File: src/rtl/cs_dec_pkg.sv
package cs_dec_pkg;

    // Width of one field in the packed per-slave width parameter.
    localparam int unsigned AW_FIELD = 8;

    // Mask that keeps the master bits above a slave's local window.
    function automatic logic [63:0] upper_mask(input int unsigned mst_w, input int unsigned loc_w);
        logic [63:0] m;
        m = '0;
        for (int b = 0; b < 64; b++) begin
            if (b < int'(mst_w) && b > int'(loc_w)) m[b] = 1'b1;
        end
        return m;
    endfunction

endpackage

File: src/rtl/cs_dec_slice.sv
module cs_dec_slice #(
    parameter int unsigned MST_AW = 16,
    parameter int unsigned LOC_AW = 8,
    parameter int unsigned W      = 4
) (
    input  logic [MST_AW-1:0] addr,
    output logic [LOC_AW-1:0] slot
);

    localparam int unsigned PAD = LOC_AW - W;

    generate
        if (W == 0) begin : g_none
            assign slot = '0;
            logic unused_addr;
            assign unused_addr = ^addr;
        end else if (W < LOC_AW) begin : g_pad
            assign slot = {{PAD{1'b0}}, addr[W:1]};
            logic unused_addr;
            assign unused_addr = ^{addr[MST_AW-1:W+1], addr[0]};
        end else begin : g_full
            assign slot = addr[W:1];
            logic unused_addr;
            assign unused_addr = ^{addr[MST_AW-1:W+1], addr[0]};
        end
    endgenerate

endmodule

File: src/rtl/cs_dec_match.sv
module cs_dec_match #(
    parameter int unsigned       MST_AW = 16,
    parameter int unsigned       W      = 4,
    parameter logic [MST_AW-1:0] BASE   = '0
) (
    input  logic [MST_AW-1:0] addr,
    output logic              hit
);

    import cs_dec_pkg::*;

    localparam logic [63:0]       MASK_WIDE = upper_mask(MST_AW, W);
    localparam logic [MST_AW-1:0] MASK      = MASK_WIDE[MST_AW-1:0];

    always_comb begin
        hit = ((addr ^ BASE) & MASK) == '0;
    end

endmodule

File: src/rtl/strobe_cs_decoder.sv
module strobe_cs_decoder #(
    parameter int unsigned                MST_AW          = 16,
    parameter int unsigned                N_TGT           = 4,
    parameter int unsigned                LOC_AW          = 8,
    parameter logic [N_TGT*8-1:0]         TGT_AW_PACK     = {8'd0, 8'd1, 8'd8, 8'd4},
    parameter logic [N_TGT*MST_AW-1:0]    TGT_BASE_PACK   = {16'h8000, 16'h1000, 16'h0200, 16'h0000},
    parameter bit                         CHECK_EXCLUSIVE = 1'b1
) (
    input  logic                      clk,
    input  logic                      rst,
    input  logic [MST_AW-1:0]         mst_addr,
    input  logic                      mst_stb,
    output logic [N_TGT*LOC_AW-1:0]   tgt_addr,
    output logic [N_TGT-1:0]          tgt_cs
);

    import cs_dec_pkg::*;

    typedef struct packed {
        logic [N_TGT-1:0] cs;
    } dec_state_t;

    dec_state_t       st_d, st_q;
    logic [N_TGT-1:0] hit_vec;

    generate
        for (genvar i = 0; i < N_TGT; i++) begin : g_tgt
            localparam int unsigned       W_I    = int'(TGT_AW_PACK[i*AW_FIELD +: AW_FIELD]);
            localparam logic [MST_AW-1:0] BASE_I = TGT_BASE_PACK[i*MST_AW +: MST_AW];

            cs_dec_slice #(.MST_AW(MST_AW), .LOC_AW(LOC_AW), .W(W_I)) i_slice (
                .addr (mst_addr),
                .slot (tgt_addr[i*LOC_AW +: LOC_AW])
            );

            cs_dec_match #(.MST_AW(MST_AW), .W(W_I), .BASE(BASE_I)) i_match (
                .addr (mst_addr),
                .hit  (hit_vec[i])
            );

            // a rising chip-select must have been requested with the strobe
            a_r4_rise_needs_strobe : assert property (@(posedge clk) disable iff (rst)
                $rose(tgt_cs[i]) |-> $past(mst_stb));
        end
    endgenerate

    always_comb begin
        st_d = st_q;
        st_d.cs = hit_vec & {N_TGT{mst_stb}};
    end

    always_ff @(posedge clk or posedge rst) begin
        if (rst) begin
            st_q <= '0;
        end else begin
            st_q <= st_d;
        end
    end

    assign tgt_cs = st_q.cs;

    // no strobe means no chip-select after the next edge
    a_r6_idle_clears : assert property (@(posedge clk) disable iff (rst)
        !mst_stb |=> (tgt_cs == '0));

    // disjoint regions give at most one active chip-select
    a_r9_exclusive : assert property (@(posedge clk) disable iff (rst)
        CHECK_EXCLUSIVE |-> $onehot0(tgt_cs));

    // the slots only move when the master address moves
    a_r3_slots_follow_addr : assert property (@(posedge clk) disable iff (rst)
        $stable(mst_addr) |-> $stable(tgt_addr));

    // reset holds every chip-select low
    a_r8_reset_clear : assert property (@(posedge clk)
        rst |-> (tgt_cs == '0));

endmodule

File: config.mk
export PLATFORM = sky130hd
export DESIGN_NAME = strobe_cs_decoder
export DESIGN_NICKNAME = d
export VERILOG_FILES = /design/src/rtl/cs_dec_pkg.sv /design/src/rtl/cs_dec_slice.sv /design/src/rtl/cs_dec_match.sv /design/src/rtl/strobe_cs_decoder.sv
export SDC_FILE = /design/constraint.sdc
export NUM_CORES = 1
export LEC_CHECK = 0
export BUFFER_PORTS_ARGS = -buffer_cell sky130_fd_sc_hd__buf_2
export CAP_MARGIN = 5
export CORE_MARGIN = 2
export CORE_UTILIZATION = 32
export CTS_CLUSTER_DIAMETER = 80
export CTS_CLUSTER_SIZE = 25
export DETAILED_ROUTE_END_ITERATION = 10
export GPL_ROUTABILITY_DRIVEN = 0
export PLACE_DENSITY = 0.85
export SLEW_MARGIN = 10
export SYNTH_ARGS = -nofsm -noshare
export SYNTH_HDL_FRONTEND = slang
export SYNTH_SLANG_ARGS = --single-unit
File: constraint.sdc
create_clock -name clk -period 0.8 [get_ports clk]
set_clock_uncertainty 0.15 [all_clocks]
set_input_delay 0.16 -clock clk [delete_from_list [all_inputs] [get_ports clk]]
set_output_delay 0.16 -clock clk [all_outputs]
set_load 0.02 [all_outputs]
==> run_results.csv <==
group,metric,value,unit
run_status,status,"finished with violations",
run_status,violations,"negative setup slack",
sta,worst_slack,-0.271,ns
setup_path,crit_path_end_kind,"register",
drt,top_layer_used,"met4",
clock_tree,clk_path_buf_depth,2,
cells_and_area,postLayoutCoreUtil,46.3,%
setup_path,worst-path-max-fanout,3,
sta,hold_viol,0,
drt,dr.first_iter.drc_count,1,
floorplan,die_width,42.2,um
clock_tree,htree_levels,1,
clock_tree,cts_sinks,4,
placed_design,dp_hpwl,708,um
sta,drv_slew,0,
floorplan,die_h,42.2,um
clock_tree,cts_buffers,3,
floorplan,start_util,35.0,%
setup_path,path_class,"primary input to register",
drt,vias,366,
synth,yosysTopAreaCellShare,51.5,%
floorplan,die_area,1780,um2
clock_tree,tritoncts,"built",
synth,synth.avg_cell_area,9.15,um2
hold_path,holdPathEnd,"tgt_cs[3]",
drt,wl_met2,532,um
drt,drt-pass1-iter-count,2,
floorplan,core_area,1330,um2
cells_and_area,diodes,0,
grt,grt_pass1_vias,335,
sta,period_share,134,%
drt,vias_per_cell,4.02,
synth,netlist_area,467,um2
hold_path,hold-path-cell-count,3,
floorplan,pin_count,55,
sta,fin_hold_ws,0.0305,ns
synth,ys_warn_count,0,
sta,max_freq,0.934,GHz
clock_tree,cts_root_buffer,"clkbuf_4",
power_and_ir_drop,swShare,37.2,%
drt,routedWlPerCell,9.30,um
power_and_ir_drop,power_frac_seq,27.9,%
synth,ys_top_cells_by_area,"buf_4 51%, dfrtp_1 21%, nor4_2 5.4%",
power_and_ir_drop,vdd_ir_drop_max,0.344,mV
drt,ant_nets,0,
synth,ys_seq_area_share,21.4,%
cells_and_area,post-route-cell-area,618,um2
drt,dr_wl_met3,91,um
cells_and_area,nFillCells,134,
cells_and_area,nets,97,
drt,wirelength,846,um
setup_path,cp.required,0.80,ns
power_and_ir_drop,p_int,0.459,mW
grt,grt_max_degree,5,
cells_and_area,synthToLayoutAreaGrowth,32.4,%
floorplan,core.rowCount,13,
hold_path,min_from,"mst_addr[14]",
grt,antenna_found_initial,0,
setup_path,crit_arrival,1.07,ns
synth,yosys.area.top_type,"buf_4",
grt,grt_use_total,10.2,%
drt,drcViolationCount,0,
power_and_ir_drop,power_leakage,0.355,nW
power_and_ir_drop,power.density,1180,nW/um2
drt,met1_length,198,um
sta,fin_crit,1.07,ns
power_and_ir_drop,p_sw,0.271,mW
sta,setup_viol,8,
sta,grt_setup_unrepaired,"yes",
setup_path,setup.worst_path.start,"mst_addr[2]",
cells_and_area,largest_register_ffs,4,
cells_and_area,drive_gt1_share,63.2,%
synth,yosysUniqueCellTypes,13,
clock_tree,clk_pin_slew_worst_paths,0.04,ns
placed_design,io_buffers,34,
setup_path,crit_path_start_kind,"primary input",
grt,grt.overflow.total,0,
run,cap_violations,0,
power_and_ir_drop,share_comb_of_total_power,36.9,%
synth,synth_seq_cells,4,
synth,syn_inst,51,
power_and_ir_drop,clockPowerShare,35.2,%
hold_path,hp-class,"primary input to register",
placed_design,post_dp_cell_area,495,um2
grt,grt_first_pass_wirelength,1320,um
-- synthesized netlist by cell type --
master,number
nor4_1,1
buf_4,32
or3_1,1
or4b_4,1
or3b_2,1
or4_1,1
or4b_1,2
nor4_2,2
or4_4,2
inv_1,2
conb_1,1
nor3_1,1
dfrtp_1,4
-- per-layer routing --
| layer | track usage, % | vias up |
|---|---|---|
| li1 | - | 171 |
| met2 | 20.9 | 24 |
| met4 | 7.50 | 0 |
| met5 | 0 | - |
| met1 | 6.72 | 168 |
| met3 | 4.31 | 3 |
-- cell type report --
cell class	count	area, um2	share of cell area [%]
timing repair buffer	36	238	38.5
multi-input combinational	31	231	37.4
sequential	4	100	16.2
clock buffer	3	22.5	3.64
tap	15	18.8	3.04
inverter	2	7.51	1.21
-- through the flow --
step                TNS [ns]  total power, mW  setup WS [ns]  cells
floorplan              -1.38            0.473         -0.382     69
global placement       -1.91            0.443         -0.511     87
detailed placement     -1.96            0.446         -0.520     87
CTS                    -1.85            0.719         -0.245     91
global route           -2.13            0.786         -0.302     91
finish                 -1.92            0.731         -0.271     91
-- layout by cell type, fill, tap and decap left out --
| master | synthesis | final |
|---|---|---|
| buf_2 | 0 | 26 |
| buf_4 | 32 | 1 |
| buf_6 | 0 | 8 |
| clkbuf_4 | 0 | 3 |
| conb_1 | 1 | 19 |
| dfrtp_1 | 4 | 4 |
| dlygate4sd3_1 | 0 | 1 |
| inv_1 | 2 | 2 |
| nor3_2 | 0 | 1 |
| nor4_4 | 0 | 3 |
| or3_1 | 1 | 1 |
| or3b_2 | 1 | 1 |
| or4_4 | 2 | 3 |
| or4b_1 | 2 | 1 |
| or4b_4 | 1 | 2 |
-- worst max-delay path, stage by stage --
cell    delay [ns]
buf_6         0.09
or4_4         0.57
nor4_4        0.25
-- power groups by stage --
| stage | Combinational (mW) | Sequential (mW) | Clock [mW] |
|---|---|---|---|
| global placement | 0.236 | 0.206 | 0 |
| detailed placement | 0.240 | 0.206 | 0 |
| floorplan | 0.267 | 0.206 | 0 |
| global route | 0.289 | 0.203 | 0.294 |
| CTS | 0.255 | 0.204 | 0.260 |
| finish | 0.270 | 0.204 | 0.257 |
-- worst max path at each step --
| stage | end | slack (ns) | depth (start not counted) |
|---|---|---|---|
| 3_5_place_dp | tgt_cs[0] | -0.52 | 3 |
| 3_3_place_gp | tgt_cs[0] | -0.51 | 3 |
| 5_1_grt | tgt_cs[3] | -0.30 | 3 |
| 4_1_cts | tgt_cs[2] | -0.25 | 3 |
| 2_1_floorplan | tgt_cs[3] | -0.38 | 2 |
| 6_report | tgt_cs[3] | -0.27 | 3 |
-- cells by family after synthesis --
kind of cell / share of synthesized area (%)
DFF: 21.4
and+or+nand+nor: 24.7
other: 0.804
buffers and inverters: 53.1
-- repair_timing --
item,in CTS,in global routing
endpoints found under the setup margin,8,8
endpoints found under the hold margin,4,0
gates resized for setup,13,5
gates cloned,0,0
pin swaps,3,3
hold buffers,1,0
setup buffers,0,0
Note: power is estimated with default switching activity, not from simulation.
